--- src/rtl/crc_pkg.sv ---
package crc_pkg;

    typedef enum logic [2:0] {
        A_CFG    = 3'd0,
        A_POLY   = 3'd1,
        A_DATA   = 3'd2,
        A_RESULT = 3'd3,
        A_STAT   = 3'd4
    } addr_e;

    typedef enum logic [1:0] {
        ST_IDLE,
        ST_SHIFT,
        ST_DONE
    } seq_state_e;

    // Field layout matches CFG[9:0]
    typedef struct packed {
        logic       run;
        logic       irq_on_empty;
        logic       lsb_first;
        logic [1:0] wsel;
        logic [4:0] plen_m1;
    } cfg_t;

    function automatic logic [2:0] width_bytes(input logic [1:0] wsel);
        case (wsel)
            2'd0:    return 3'd1;
            2'd1:    return 3'd2;
            default: return 3'd4;
        endcase
    endfunction

endpackage

--- src/rtl/crc_fifo.sv ---
module crc_fifo
    import crc_pkg::*;
#(
    parameter int unsigned BYTES = 16
) (
    input  logic        clk,
    input  logic        rst_n,
    input  logic [1:0]  wsel,
    input  logic        push,
    input  logic [31:0] push_data,
    input  logic        pop,
    output logic [31:0] pop_data,
    output logic        empty,
    output logic        full,
    output logic        drained
);
    localparam int PW = $clog2(BYTES);
    localparam int CW = PW + 1;

    logic [7:0]    mem [BYTES];
    logic [PW-1:0] wp_q, rp_q;
    logic [CW-1:0] cnt_q;
    logic [CW-1:0] wb;
    logic          do_push, do_pop;

    assign wb      = CW'(width_bytes(wsel));
    assign empty   = (cnt_q == '0);
    assign full    = (int'(cnt_q) + int'(wb)) > int'(BYTES);
    assign do_push = push && !full;
    assign do_pop  = pop && !empty;
    assign drained = do_pop && (cnt_q == wb);

    always_ff @(posedge clk or negedge rst_n) begin
        if (!rst_n) begin
            wp_q  <= '0;
            rp_q  <= '0;
            cnt_q <= '0;
        end else begin
            if (do_push) wp_q <= wp_q + wb[PW-1:0];
            if (do_pop)  rp_q <= rp_q + wb[PW-1:0];
            cnt_q <= cnt_q + (do_push ? wb : '0) - (do_pop ? wb : '0);
        end
    end

    always_ff @(posedge clk) begin
        if (do_push) begin
            for (int k = 0; k < 4; k++) begin
                if (k < int'(wb)) mem[wp_q + PW'(k)] <= push_data[8*k +: 8];
            end
        end
    end

    always_comb begin
        pop_data = '0;
        for (int k = 0; k < 4; k++) begin
            if (k < int'(wb)) pop_data[8*k +: 8] = mem[rp_q + PW'(k)];
        end
    end

endmodule

--- src/rtl/crc_engine.sv ---
module crc_engine
    import crc_pkg::*;
#(
    parameter int unsigned BPC = 2
) (
    input  logic        clk,
    input  logic        rst_n,
    input  logic        load,
    input  logic [31:0] load_data,
    input  logic [1:0]  wsel,
    input  logic        lsb_first,
    input  logic        shift_en,
    input  logic [31:0] poly,
    input  logic [4:0]  plen_m1,
    input  logic        seed_we,
    input  logic [31:0] seed,
    output logic [31:0] crc
);
    logic [31:0] sbuf_q, crc_q;
    logic [31:0] chain [BPC+1];
    logic [5:0]  wbits;

    function automatic logic [31:0] lfsr_step(input logic [31:0] c, input logic d,
                                              input logic [31:0] p, input logic [4:0] m1);
        logic        fb;
        logic [31:0] mask;
        fb   = d ^ c[m1];
        mask = 32'hFFFF_FFFF >> (5'd31 - m1);
        return ((c << 1) ^ (fb ? p : 32'h0)) & mask;
    endfunction

    assign wbits    = {width_bytes(wsel), 3'b000};
    assign chain[0] = crc_q;

    for (genvar g = 0; g < BPC; g++) begin : g_step
        logic din;
        assign din        = lsb_first ? sbuf_q[g] : sbuf_q[31-g];
        assign chain[g+1] = lfsr_step(chain[g], din, poly, plen_m1);
    end

    always_ff @(posedge clk or negedge rst_n) begin
        if (!rst_n) begin
            sbuf_q <= '0;
            crc_q  <= '0;
        end else begin
            if (load)
                sbuf_q <= lsb_first ? load_data : (load_data << (6'd32 - wbits));
            else if (shift_en)
                sbuf_q <= lsb_first ? (sbuf_q >> BPC) : (sbuf_q << BPC);
            if (seed_we)
                crc_q <= seed;
            else if (shift_en)
                crc_q <= chain[BPC];
        end
    end

    assign crc = crc_q;

endmodule

--- src/rtl/crc_seq.sv ---
module crc_seq
    import crc_pkg::*;
#(
    parameter int unsigned BPC = 2
) (
    input  logic       clk,
    input  logic       rst_n,
    input  logic       run,
    input  logic       empty,
    input  logic [1:0] wsel,
    output logic       pop,
    output logic       load,
    output logic       shift_en,
    output logic       done_evt,
    output logic       busy
);
    localparam int MAXSTEPS = 32 / BPC;
    localparam int CNTW     = $clog2(MAXSTEPS + 1);

    seq_state_e      state_q, state_d;
    logic [CNTW-1:0] cnt_q, cnt_d, steps_m1;
    logic            fetch;

    assign steps_m1 = CNTW'((8 * int'(width_bytes(wsel))) / BPC - 1);
    assign fetch    = run && !empty;

    always_ff @(posedge clk or negedge rst_n) begin
        if (!rst_n) begin
            state_q <= ST_IDLE;
            cnt_q   <= '0;
        end else begin
            state_q <= state_d;
            cnt_q   <= cnt_d;
        end
    end

    always_comb begin
        state_d = state_q;
        cnt_d   = cnt_q;
        unique case (state_q)
            ST_IDLE: if (fetch) begin
                state_d = ST_SHIFT;
                cnt_d   = steps_m1;
            end
            ST_SHIFT: begin
                if (cnt_q != '0)  cnt_d   = cnt_q - 1'b1;
                else if (fetch)   cnt_d   = steps_m1;
                else              state_d = ST_DONE;
            end
            ST_DONE: state_d = ST_IDLE;
            default: state_d = ST_IDLE;
        endcase
    end

    always_comb begin
        pop      = 1'b0;
        shift_en = 1'b0;
        done_evt = 1'b0;
        unique case (state_q)
            ST_IDLE:  pop = fetch;
            ST_SHIFT: begin
                shift_en = 1'b1;
                pop      = (cnt_q == '0) && fetch;
            end
            ST_DONE:  done_evt = 1'b1;
            default:  ;
        endcase
        load = pop;
        busy = (state_q != ST_IDLE);
    end

endmodule

--- src/rtl/crc_accel.sv ---
module crc_accel
    import crc_pkg::*;
#(
    parameter int unsigned FIFO_BYTES = 16,
    parameter int unsigned BPC        = 2
) (
    input  logic        clk,
    input  logic        rst_n,
    input  logic        bus_we,
    input  logic [2:0]  bus_waddr,
    input  logic [31:0] bus_wdata,
    input  logic [2:0]  bus_raddr,
    output logic [31:0] bus_rdata,
    output logic        irq
);
    cfg_t        cfg_q;
    logic [31:0] poly_q, crc_val, pop_data;
    logic        ovf_q, irq_q;
    logic        push_req, seed_we, ovf_clr, irq_clr, irq_set;
    logic        fifo_empty, fifo_full, drained;
    logic        pop, load, shift_en, done_evt, busy;

    assign push_req = bus_we && (bus_waddr == A_DATA);
    assign seed_we  = bus_we && (bus_waddr == A_RESULT);
    assign ovf_clr  = bus_we && (bus_waddr == A_STAT) && bus_wdata[2];
    assign irq_clr  = bus_we && (bus_waddr == A_STAT) && bus_wdata[3];
    assign irq_set  = cfg_q.irq_on_empty ? drained : done_evt;

    always_ff @(posedge clk or negedge rst_n) begin
        if (!rst_n) begin
            cfg_q  <= '0;
            poly_q <= '0;
            ovf_q  <= 1'b0;
            irq_q  <= 1'b0;
        end else begin
            if (bus_we && bus_waddr == A_CFG)  cfg_q  <= cfg_t'(bus_wdata[9:0]);
            if (bus_we && bus_waddr == A_POLY) poly_q <= bus_wdata;
            if (push_req && fifo_full) ovf_q <= 1'b1;
            else if (ovf_clr)          ovf_q <= 1'b0;
            if (irq_set)      irq_q <= 1'b1;
            else if (irq_clr) irq_q <= 1'b0;
        end
    end

    crc_fifo #(.BYTES(FIFO_BYTES)) u_fifo (
        .clk(clk), .rst_n(rst_n), .wsel(cfg_q.wsel),
        .push(push_req), .push_data(bus_wdata),
        .pop(pop), .pop_data(pop_data),
        .empty(fifo_empty), .full(fifo_full), .drained(drained)
    );

    crc_seq #(.BPC(BPC)) u_seq (
        .clk(clk), .rst_n(rst_n), .run(cfg_q.run), .empty(fifo_empty),
        .wsel(cfg_q.wsel), .pop(pop), .load(load), .shift_en(shift_en),
        .done_evt(done_evt), .busy(busy)
    );

    crc_engine #(.BPC(BPC)) u_engine (
        .clk(clk), .rst_n(rst_n), .load(load), .load_data(pop_data),
        .wsel(cfg_q.wsel), .lsb_first(cfg_q.lsb_first), .shift_en(shift_en),
        .poly(poly_q), .plen_m1(cfg_q.plen_m1),
        .seed_we(seed_we), .seed(bus_wdata), .crc(crc_val)
    );

    always_comb begin
        case (bus_raddr)
            A_CFG:    bus_rdata = {22'b0, cfg_q};
            A_POLY:   bus_rdata = poly_q;
            A_RESULT: bus_rdata = crc_val;
            A_STAT:   bus_rdata = {27'b0, busy, irq_q, ovf_q, fifo_full, fifo_empty};
            default:  bus_rdata = '0;
        endcase
    end

    assign irq = irq_q;

endmodule

--- config.mk ---
export PLATFORM = sky130hd
export DESIGN_NAME = crc_accel
export DESIGN_NICKNAME = d
export VERILOG_FILES = /design/src/rtl/crc_pkg.sv /design/src/rtl/crc_fifo.sv /design/src/rtl/crc_engine.sv /design/src/rtl/crc_seq.sv /design/src/rtl/crc_accel.sv
export SDC_FILE = /design/constraint.sdc
export NUM_CORES = 1
export LEC_CHECK = 0
export ABC_AREA = 0
export BUFFER_PORTS_ARGS = -buffer_cell sky130_fd_sc_hd__buf_2
export CAP_MARGIN = 20
export CORE_ASPECT_RATIO = 1.4
export CORE_MARGIN = 4
export CORE_UTILIZATION = 31
export DETAILED_ROUTE_END_ITERATION = 10
export SETUP_SLACK_MARGIN = 0.15
export SLEW_MARGIN = 5
export SYNTH_ARGS = -nofsm -noshare
export SYNTH_HDL_FRONTEND = slang
export SYNTH_SLANG_ARGS = --single-unit
--- constraint.sdc ---
create_clock -name clk -period 11.1 [get_ports clk]
set_clock_uncertainty 0.15 [all_clocks]
set_input_delay 2.22 -clock clk [delete_from_list [all_inputs] [get_ports clk]]
set_output_delay 2.22 -clock clk [all_outputs]
set_load 0.05 [all_outputs]
==> results of run 1 <==
metal layers:
| layer | wire [µm] | share of wire [%] |
|---|---|---|
| met4 | 9900 | 10 |
| met2 | 47200 | 49 |
| met5 | 0 | 0 |
| met3 | 7160 | 7.5 |
| met1 | 31500 | 33 |
metrics by stage:
step | worst slack [ns] | total power, mW
after floorplan | 4.77 | 3.78
after global placement | 4.50 | 4.78
after detailed placement | 4.43 | 4.81
after CTS | 4.42 | 5.74
after global routing | 4.65 | 6.10
final | 4.87 | 5.84
final cells by class:
type | count | area [µm²] | share of cell area (%)
clock buffers | 40 | 797 | 3.19
repair buffers | 129 | 827 | 3.31
flip-flops and latches | 256 | 7060 | 28.3
clock inverters | 10 | 52.6 | 0.211
well taps | 952 | 1190 | 4.77
diodes | 3 | 7.51 | 0.0301
multi-input cells | 1939 | 14900 | 59.7
inverters | 35 | 131 | 0.526
layout by cell type, fill, tap and decap left out, types with 73 or more instances in the layout:
master	n
sky130_fd_sc_hd__nor2_1	303
sky130_fd_sc_hd__edfxtp_1	128
sky130_fd_sc_hd__buf_2	74
sky130_fd_sc_hd__nand2_1	255
sky130_fd_sc_hd__a21oi_1	120
sky130_fd_sc_hd__nand3_1	73
sky130_fd_sc_hd__mux2i_1	166
sky130_fd_sc_hd__dfrtp_1	125
sky130_fd_sc_hd__a211oi_1	82
sky130_fd_sc_hd__mux4_2	157
sky130_fd_sc_hd__o21ai_0	140
path summary, 6_finish.rpt:
check | cells past startpoint | slack [ns] | end
hold / removal | 1 | 0.35 | u_seq.cnt_q[0]
setup reg to reg | 13 | 5.01 | u_fifo.mem[11][0]
max in group asynchronous | 2 | 7.97 | u_engine.crc[26]
setup / recovery | 6 | 4.87 | bus_rdata[22]
hold reg to reg | 1 | 0.35 | u_seq.cnt_q[0]
min in group asynchronous | 1 | 1.51 | poly_q[3]
sequential cells by signal, indices dropped and copies added (netlist names):
signal           cells
u_fifo.mem         128
ovf_q                1
u_seq.state_q        2
poly_q              32
u_fifo.rp_q          4
u_fifo.wp_q          4
cfg_q               10
u_seq.cnt_q          5
u_engine.crc        32
u_engine.sbuf_q     32
u_fifo.cnt_q         5
irq                  1
power groups by stage:
stage | logic [mW] | registers [mW] | clock network (mW)
2_1_floorplan | 2.45 | 1.33 | 0
3_3_place_gp | 3.27 | 1.52 | 0
3_5_place_dp | 3.30 | 1.51 | 0
4_1_cts | 3.30 | 1.50 | 0.935
5_1_grt | 3.59 | 1.53 | 0.974
6_report | 3.40 | 1.51 | 0.928
worst max-delay path: stages:
cell and delay [ns]:
sky130_fd_sc_hd__buf_2 0.30, sky130_fd_sc_hd__and2_0 0.31, sky130_fd_sc_hd__and2_1 0.36, sky130_fd_sc_hd__buf_16 0.21, sky130_fd_sc_hd__a22o_1 0.17, sky130_fd_sc_hd__buf_2 0.26
logic make-up after synthesis:
group           Yosys count  share of synthesized area, %
simple gates            866                          17.3
compound gates          609                          18.0
mux                     393                          26.0
buf+inv                 289                          4.93
flops                   256                          30.6
xor+xnor                 44                          1.67
fa+ha+maj                27                          1.54
==> results.txt, run 1 <==
The number of global-route vias before repair was 20601. The proportion of synthesized chip area in sequential cells is 30.6%. The worst setup path is captured at a primary output. The tightest min-delay check is of the reg -> reg type. The sequential share of power came out at 25.9%. The number of filler cells placed in the layout is 7596. The arrival time of the worst setup path is 3.86 ns. The post-layout net count came out at 2455.

After clock tree synthesis, the clock-pin slew on the worst setup and hold paths is 0.06 ns. The post-synthesis net count came out at 2550. The setup TNS is 0 ns. The cts-stage hold buffer count is 0. The fraction of layout instances using a drive strength above 1 came out at 18.0%.

The number of setup buffers added after CTS is 0. The switching power as a share of total power came out at 48.0%. The worst-case hold slack came out at 0.350 ns.

Of all nets on the critical path, the largest fanout is 22. The number of placed instances, taps included is 3304. The combinational cell fraction of total power came out at 58.2%. The flow ran to the end, and the final reports show no timing, DRC or antenna violations. The area of the die came out at 0.0787 mm². In the routed design, unresolved DRC markers number 0. The number of synthesis warnings came out at 0. At the pin with the least slew margin, the transition time is 1.10 ns. The number of slew-limit violations in the final report is 0. The global routing usage on met2 came out at 41.2%. The mapped cell area is 0.0230 mm². The number of cells in the finished layout apart from fillers is 3364. The area of the core is 0.0732 mm². Setup repair after global routing left no endpoint under its margin. Synthesis instantiated 85 different standard cells from the library. The wire length per cell came out at 28.5 µm. The worst relative slew slack is 25.9%. The overall via count from detail_route came out at 21372.

The count of maximum capacitance violations came out at 0. Counting every instance in the synthesized netlist gives 2484. The CTS sink count is 256. The vertical die dimension came out at 330 µm.

VDD sags by at most 147 µV. The required time of the critical path came out at 8.73 ns. In this run the cell area measured after placement is 0.0240 mm². The category of the most critical setup path is in -> out.

The internal portion of total power came out at 3.04 mW. The power density of the placed cells came out at 234 mW/mm². The floorplan die width came out at 238 µm.

After synthesis the netlist holds a flip-flop and latch count of 256. The most instantiated flip-flop cell in the synthesis netlist is sky130_fd_sc_hd__edfxtp_1. The worst setup path startpoint is bus_raddr[0].

The CTS tree is done. The standby leakage power came out at 8.86 nW. Compared with the post-synthesis result, the final layout area differs by 8.45%. For this design the total switching power over the nets is 2.80 mW. In this run the tool buffered the top-level ports with 73 buffer cells.

The I/O pin total came out at 74. Summed over all layers, the global routing overflow is 0. The portion of total power attributed to the clock network came out at 15.9%. Dividing the final minimum period by the clock period gives 56.2%.

The buffer cell driving the clock tree root is sky130_fd_sc_hd__clkbuf_16. The final cell utilization of the core came out at 34.1%. By count the netlist is led by sky130_fd_sc_hd__nor2_1 (304), sky130_fd_sc_hd__nand2_1 (255), sky130_fd_sc_hd__clkbuf_1 (200), sky130_fd_sc_hd__mux2i_1 (167), sky130_fd_sc_hd__mux4_2 (157).

The initial antenna violation count was 4. The highest clock frequency the design can meet is 160 MHz. The HPWL after detailed placement came out at 66.2 mm.

No sink is reached through more buffers than the 3 on the longest clock path. The final number of hold-violating endpoints was 0. The routability-driven placement congestion ratio came out at 1.01.

The time the final worst path needs with I/O delays and setup is 6.23 ns. The area fraction of the dominant cell type after synthesis came out at 16.7%. The number of flops mapped to enable cells by yosys came out at 128. The launching element type of the critical path is an input port. The count of nets left with antenna violations once routing finished came out at 0.

The met1 usage in global routing came out at 24.9%. The largest net degree at the start of global routing came out at 74. The routed via count divided by cell count is 6.35.

The startpoint of the lowest-slack register-to-register path is cfg_q[5]. The most frequent cell after synthesis is sky130_fd_sc_hd__nor2_1. The average size of a mapped cell came out at 9.27 µm². The post-synthesis cell type with the largest combined area is sky130_fd_sc_hd__edfxtp_1. The setup-violating endpoint count in the final report is 0. The global routing stage identified its most utilized layer as met2. The routed wire length came out at 95.8 mm. At the later pin of the worst-skew pair, clock insertion delay measures 0.60 ns. The met3 usage came out at 3.47%.

The number of resized instances in the post-cts repair step came out at 0. The hold path startpoint is u_seq.cnt_q[0]. By area the synthesized netlist is led by sky130_fd_sc_hd__edfxtp_1 (17%), sky130_fd_sc_hd__mux4_2 (15%), sky130_fd_sc_hd__dfrtp_1 (14%). The number of CTS-inserted buffers is 28. The initialized floorplan defines 117 standard-cell rows.

The global-route wire length before repair is 139 mm. The count of routing violations after the opening detailed-route iteration is 2195. The share of async-settable or async-resettable flops after synthesis is 50.0%. The total iterations of the first detailed-routing run came out at 6. CTS built an H-tree with a depth of 1. The post-route cell area came out at 0.0250 mm². The initial standard-cell utilization of the core came out at 31.4%. Global routing consumed, over all layers together, 23.5% of the routing resources.
Note: power is estimated with default switching activity, not from simulation.
==> inputs of run 2 (changes only) <==
==> constraint.sdc (replaced) <==
create_clock -name clk -period 5.3 [get_ports clk]
set_clock_uncertainty 0.15 [all_clocks]
set_input_delay 1.06 -clock clk [delete_from_list [all_inputs] [get_ports clk]]
set_output_delay 1.06 -clock clk [all_outputs]
set_load 0.05 [all_outputs]
==> results.txt, run 2 (synthesis results as in run 1) <==
The final clock period utilization by the worst path came out at 92.4%. The worst register-to-register path has a setup slack of 0.41 ns. The initial standard-cell utilization of the core came out at 31.4%. The power density of the placed cells came out at 486 mW/mm². The area of the die came out at 0.0787 mm². The wire length per cell is 27.8 µm. The tightest min-delay check is of the in -> async type. The required time of the critical path is 5.68 ns.

The worst setup path is of the reg -> reg kind. The total power draw came out at 12.3 mW. The flow ran to the end, and the final reports show no timing, DRC or antenna violations. The peak supply drop came out at 353 µV.

The pre-antenna-repair detailed-routing pass consisted of 6 iterations. The standby leakage power is 9.14 nW. The flip-flop and latch area came out at 0.00706 mm². The routability-driven placement congestion ratio came out at 1.00. The top cell types in the final layout, fill and taps aside, are sky130_fd_sc_hd__nor2_1 (303), sky130_fd_sc_hd__nand2_1 (255), sky130_fd_sc_hd__mux2i_1 (166), sky130_fd_sc_hd__mux4_2 (157), sky130_fd_sc_hd__o21ai_0 (140). The final number of hold-violating endpoints came out at 0. At the later pin of the worst-skew pair, clock insertion delay measures 0.59 ns. TritonCTS built the clock tree. The relative area change from synthesis to final layout came out at 10.3%. The number of filler cells placed in the layout is 7515. The library cell used most frequently in the layout, excluding fill and tap cells, is sky130_fd_sc_hd__nor2_1. STA classifies the critical path endpoint as a flop. The number of slew-limit violations in the final report is 0. The count of standard-cell rows came out at 117. The capture point of the worst reg-to-reg path is u_engine.crc[13]. The largest net degree at the start of global routing is 133. The number of global-route vias before repair is 20648. The global-route wire length before repair is 139 mm. The I/O pin total came out at 74.

Setup repair after global routing left no endpoint under its margin. Setup violations remaining at the end of the flow were counted as 0. In this run the clock root is driven by a sky130_fd_sc_hd__clkbuf_16. The global route total overflow is 0. Using the TritonRoute via totals, the vias-per-cell ratio works out to 6.22. The worst-path maximum fanout came out at 31. The worst setup path is launched from a flop.

The number of nets with antenna violations after detailed routing is 0. The vertical die dimension came out at 330 µm. The post-detailed-route DRC marker count came out at 0. The first routing iteration left 2119 violations. More flip-flops sit in one register than any other, and that register is u_fifo.mem.

The routed wire length came out at 94.9 mm. Max-cap violations in this run came to 0. Adding up every negative setup slack in the final design gives 0 ns. In the final layout, the multi-input gates occupy 0.0149 mm².

The aggregate global-route resource usage came out at 23.4%. For this run, the post-layout net count is 2501. The transition time of the tightest slew-check pin came out at 1.12 ns. The initial antenna violation count came out at 2. The port buffer count is 73. The time the final worst path needs with I/O delays and setup came out at 4.89 ns. The clock passes through at most 3 buffers. The register with the most flip-flops in the layout has 128 of them. Data on the critical path arrives at its endpoint at 5.27 ns. The fraction of layout instances using a drive strength above 1 came out at 19.8%.

For this block, the via count after detailed routing is 21223. The worst register-to-register path begins at cfg_q[0]. The clock drives 256 sinks. The number of cells traversed by the worst register-to-register path came out at 14. The post-CTS clock slew at the launch and capture registers of the worst setup and hold paths is 0.06 ns. The number of H-tree branching levels came out at 1.

The worst relative slew slack is 25.0%. The area of the core came out at 0.0732 mm². The floorplan die width is 238 µm. The number of CTS-inserted buffers came out at 29. The HPWL after detailed placement came out at 68.6 mm. Based on the critical path, the design can be clocked at up to 204 MHz.
run 2: stage by stage:
step           utilization, %  hold WS, ns  worst slack (ns)  std cells  cell area [µm²]
2_1_floorplan               -        0.307             0.306       2484            23000
3_3_place_gp             33.3        0.337             0.418       3352            24400
3_5_place_dp             33.3        0.340             0.418       3353            24400
4_1_cts                  34.7        0.275             0.389       3406            25400
5_1_grt                  34.7        0.299             0.254       3409            25400
6_report                 34.7        0.265             0.405       3410            25400
run 2: repair_timing:
action | in CTS | in global routing
endpoints found under the setup margin | 0 | 57
endpoints found under the hold margin | 0 | 0
hold buffers | 0 | 0
setup buffers | 0 | 0
resized for setup | 0 | 2
run 2: worst max-delay path by stage:
| stage | startpoint | slack (ns) | to | depth (start not counted) |
|---|---|---|---|---|
| 2_1_floorplan | u_fifo.rp_q[1] | 0.31 | u_engine.sbuf_q[28] | 16 |
| 3_3_place_gp | cfg_q[1] | 0.42 | u_engine.crc[13] | 14 |
| 3_5_place_dp | cfg_q[0] | 0.42 | u_engine.crc[13] | 14 |
| 4_1_cts | cfg_q[0] | 0.39 | u_engine.crc[13] | 13 |
| 5_1_grt | cfg_q[0] | 0.25 | u_engine.crc[13] | 14 |
| 6_report | cfg_q[0] | 0.41 | u_engine.crc[13] | 14 |
run 2: report_power, final:
part | leakage (nW) | switching, mW | internal [mW]
combinational | 5.92 | 4.21 | 2.94
sequential | 2.75 | 0.565 | 2.48
clock | 0.473 | 0.924 | 1.21
total | 9.14 | 5.70 | 6.63
run 2: worst max-delay path: stages, from the launching register on:
cell and delay (ns):
sky130_fd_sc_hd__dfrtp_1 0.32, sky130_fd_sc_hd__buf_4 0.35, sky130_fd_sc_hd__mux2i_1 0.34, sky130_fd_sc_hd__nand3_1 0.12
sky130_fd_sc_hd__and3_4 0.19, sky130_fd_sc_hd__a31oi_4 0.26, sky130_fd_sc_hd__nand3_2 0.41, sky130_fd_sc_hd__and3_1 0.38
sky130_fd_sc_hd__mux2i_1 0.18, sky130_fd_sc_hd__a2111oi_0 0.70, sky130_fd_sc_hd__a211oi_1 0.26, sky130_fd_sc_hd__o2bb2ai_4 0.25
sky130_fd_sc_hd__buf_6 0.29, sky130_fd_sc_hd__mux4_2 0.54, sky130_fd_sc_hd__nand3_1 0.09
run 2: area by class of cell:
cell class | count | area share (%)
inverter | 35 | 0.517
sequential | 256 | 27.8
multi-input combinational | 1939 | 58.6
tap | 952 | 4.69
antenna | 1 | 0.00986
timing repair buffer | 174 | 4.55
clock inverter | 21 | 0.921
clock buffer | 32 | 2.90
run 2: layer usage:
layer / part of all wire [%] / GRT usage [%] / routed length [µm]
met5: 0 / 0 / 0
met4: 9.4 / 17.5 / 8880
met3: 6.6 / 3.16 / 6250
met2: 50 / 41.9 / 47400
met1: 34 / 24.9 / 32300
==> inputs of run 3 (changes only) <==
--- a/config.mk
+++ b/config.mk
@@ -5,13 +5,15 @@
 export SDC_FILE = /design/constraint.sdc
 export NUM_CORES = 1
 export LEC_CHECK = 0
-export ABC_AREA = 0
+export ABC_AREA = 1
 export BUFFER_PORTS_ARGS = -buffer_cell sky130_fd_sc_hd__buf_2
 export CAP_MARGIN = 20
 export CORE_ASPECT_RATIO = 1.4
 export CORE_MARGIN = 4
 export CORE_UTILIZATION = 31
 export DETAILED_ROUTE_END_ITERATION = 10
+export GPL_TIMING_DRIVEN = 0
+export HOLD_SLACK_MARGIN = 0.12
 export SETUP_SLACK_MARGIN = 0.15
 export SLEW_MARGIN = 5
 export SYNTH_ARGS = -nofsm -noshare
==> results.txt, run 3 <==
Leaving out fill and tap cells, the most frequent cells in the layout are sky130_fd_sc_hd__nand2_1 (830), sky130_fd_sc_hd__o21ai_0 (378), sky130_fd_sc_hd__inv_1 (317), sky130_fd_sc_hd__nand3_1 (286), sky130_fd_sc_hd__nor2_1 (237). The critical path goes through nor2_4 -> buf_6 -> inv_1 -> ha_1 -> buf_2 -> xnor2_4 -> inv_1 -> nand3_1 -> o21ai_1 -> nand2_1 -> o2111ai_1 -> o211ai_1 -> and3_1 -> buf_4 -> nand2_2 -> nor2_4 -> nand2_1 -> buf_2 -> o21ai_0 -> o21ai_0 -> nand2_1 -> o21ai_0. In this run, CTS created clock tree buffers numbering 28. sky130_fd_sc_hd__edfxtp_1 takes more of the synthesized area than any other cell. The fraction of layout instances using a drive strength above 1 is 6.67%.

The routed design uses 52.3 mm of met2 wire. The detail route stage leaves a number of antenna-violating nets equal to 0. The cell area after placement is 0.0229 mm². In this run the worst hold path is classified as in -> async. The count of maximum capacitance violations is 0. The highest clock frequency the design can meet came out at 203 MHz. The global-route wire length before repair is 163 mm. The flip-flop and latch area came out at 0.00705 mm².

By area the synthesized netlist is led by sky130_fd_sc_hd__edfxtp_1 (18%), sky130_fd_sc_hd__dfrtp_1 (15%), sky130_fd_sc_hd__nand2_1 (15%). The initial antenna violation count is 2. The final number of hold-violating endpoints is 0.

The power density of the placed cells is 515 mW/mm². The area fraction of the dominant cell type after synthesis came out at 18.0%. After synthesis, the most frequently instantiated cells are sky130_fd_sc_hd__nand2_1 (833), sky130_fd_sc_hd__o21ai_0 (381), sky130_fd_sc_hd__inv_1 (317), sky130_fd_sc_hd__nand3_1 (286), sky130_fd_sc_hd__nor2_1 (243).

The initial standard-cell utilization of the core is 31.4%. The number of cells traversed by the worst register-to-register path is 22. After layout, the worst path uses 93.1% of the clock period. The maximum root-to-sink buffer count is 3.

The largest net degree at the start of global routing came out at 81. The peak supply drop is 318 µV. In the routed design, unresolved DRC markers number 0. Clock-pin slew was measured on the worst setup and hold paths at 0.07 ns. The number of nets handed over by synthesis was 3254.

The standby leakage power is 10.4 nW. Pin placement for this block handled 74 I/O pins. The aggregate global-route resource usage is 30.1%. The register with the most flip-flops in the layout has 128 of them. The capture point of the worst reg-to-reg path is u_fifo.mem[2][3]. The port buffer count is 60.

The number of synthesis warnings is 0. The transition time of the tightest slew-check pin is 1.27 ns. The worst-path maximum fanout came out at 10. The met1 routed wirelength after detailed routing came out at 39.7 mm.

The routed via count divided by cell count came out at 5.95. Counting distinct cell types in the post-synthesis netlist gives 55. Setup total negative slack on the finished layout was measured at 0 ns. The number of global-route vias before repair came out at 23209.

The setup-violating endpoint count in the final report is 0. The setup path with the least slack is of type reg -> reg. The worst register-to-register path begins at cfg_q[6].

The top routing layer in use is met4. The HPWL after detailed placement came out at 87.4 mm. The buffering stage count on the worst path with inverters included came out at 6. The relative area change from synthesis to final layout is 12.9%. In this design, the largest share of critical-path delay is due to simple AND/OR/NAND/NOR gates. The total iterations of the first detailed-routing run is 7.

The vertical die dimension is 318 µm. The synthesized flop and latch total came out at 256. The number of flops mapped to enable cells by yosys is 128. In this run the number of H-tree levels came out at 1. The arrival time of the worst setup path came out at 4.98 ns.

The post-layout net count came out at 3358. Leaving out fill and tap cells, the most frequent cell in the layout is sky130_fd_sc_hd__nand2_1. After layout, the minimum clock period comes to 4.94 ns.

The area used by multi-input combinational logic is 0.0123 mm². In the detailed route, the total length drawn on met3 is 11.5 mm. The global route total overflow came out at 0.

The number of filler cells placed in the layout came out at 7457. The count of routing violations after the opening detailed-route iteration came out at 3623. The count of standard-cell rows came out at 113. The largest stage delay on the critical path came out at 0.51 ns. The average size of a mapped cell is 6.69 µm². For the worst setup path, the data required time is 5.35 ns. For this design, the CTS-stage hold fixing added 0 buffers. The routability-driven placement congestion ratio is 1.10.

The wire length per cell came out at 27.3 µm. Setup repair after global routing could not meet its margin everywhere. STA classifies the critical path startpoint as a flop. Once layout is done, the placed cells without fillers occupy 0.0241 mm². The worst relative slew slack came out at 14.3%.

The detailed router placed 25210 vias in this run. On the critical path, the stage with the largest delay is an instance of sky130_fd_sc_hd__dfrtp_2. The number of slew-limit violations in the final report is 0.

For this design, the sink count on the clock tree is 256. sky130_fd_sc_hd__nand2_1 is the most common cell in the netlist. The floorplan die width came out at 230 µm. After detailed routing, the total wire length is 116 mm. In the synthesized netlist, the number of instances is 3188. The area of the die came out at 0.0731 mm². The tree is rooted in a sky130_fd_sc_hd__clkbuf_16.

The worst setup path is captured at a flop. More flip-flops sit in one register than any other, and that register is u_fifo.mem. The slack of the worst reg-to-reg path is 0.36 ns. For this run, the leading register cell type out of synthesis is sky130_fd_sc_hd__edfxtp_1. TritonCTS built the clock tree. The proportion of synthesized chip area in sequential cells is 33.0%. The clock reaches the later pin of the worst-skew pair after 0.58 ns.

In the synthesized netlist the async set-or-reset flop fraction comes to 50.0%. The run finished with clean final reports. In this run the standard cell core region covers 0.0680 mm². The mapped cell area came out at 0.0213 mm².
## run 3: how the worst max path moves through the flow
stage | from | to | slack [ns] | cells after the start
2_1_floorplan | cfg_q[6] | bus_rdata[1] | 0.89 | 13
3_3_place_gp | cfg_q[6] | u_fifo.mem[2][3] | -0.67 | 21
3_5_place_dp | cfg_q[6] | u_fifo.mem[2][3] | -0.22 | 22
4_1_cts | cfg_q[6] | u_fifo.mem[8][1] | 0.14 | 21
5_1_grt | cfg_q[6] | u_fifo.mem[2][3] | 0.16 | 22
6_report | cfg_q[6] | u_fifo.mem[2][3] | 0.36 | 22
## run 3: timing repair
item / 4_1_cts / 5_1_grt
hold endpoints to repair: 0 / 0
pin swaps: 2 / 1
setup buffers: 4 / 3
resized for setup: 9 / 26
setup endpoints to repair: 175 / 217
## run 3: layout make-up
type / count / area share [%]
Clock buffer: 32 / 3.06
Timing Repair Buffer: 74 / 2.04
Inverter: 347 / 5.45
Sequential cell: 256 / 29.3
Tap cell: 920 / 4.78
Buffer: 193 / 3.46
Multi-Input combinational cell: 2392 / 50.9
Clock inverter: 19 / 1.05
Antenna cell: 2 / 0.0208
## run 3: cells by family after synthesis
kind of cell / count (synthesis) / share of synthesized area (%)
DFF: 256 / 33.0
adders and majority gates: 25 / 1.57
muxes: 76 / 3.57
AOI/OAI and AO/OA: 834 / 23.0
buffers and inverters: 540 / 10.0
and+or+nand+nor: 1442 / 28.2
xor gates and xnor gates: 15 / 0.616
## run 3: metal layers
layer / track usage [%] / up-vias
met5: 0 / -
met4: 23.1 / 0
met3: 6.19 / 607
met2: 49.6 / 1784
met1: 34.1 / 11711
li1: - / 11108
## run 3: power breakdown
group          internal, mW  leakage [nW]  switching, mW
Sequential             2.44          2.76          0.316
Combinational          2.01          7.11           5.49
Clock                  1.25         0.479          0.906
Total                  5.70          10.4           6.71
## run 3: stage by stage
stage | std cells | util, % | hold slack [ns] | total power [mW] | worst slack [ns]
2_1_floorplan | 3188 | - | 0.303 | 7.23 | 0.894
3_3_place_gp | 4168 | 33.5 | 0.323 | 9.90 | -0.668
3_5_place_dp | 4175 | 33.6 | 0.330 | 9.91 | -0.219
4_1_cts | 4230 | 35.2 | 0.279 | 12.1 | 0.140
5_1_grt | 4233 | 35.4 | 0.302 | 13.0 | 0.159
6_report | 4235 | 35.4 | 0.279 | 12.4 | 0.365
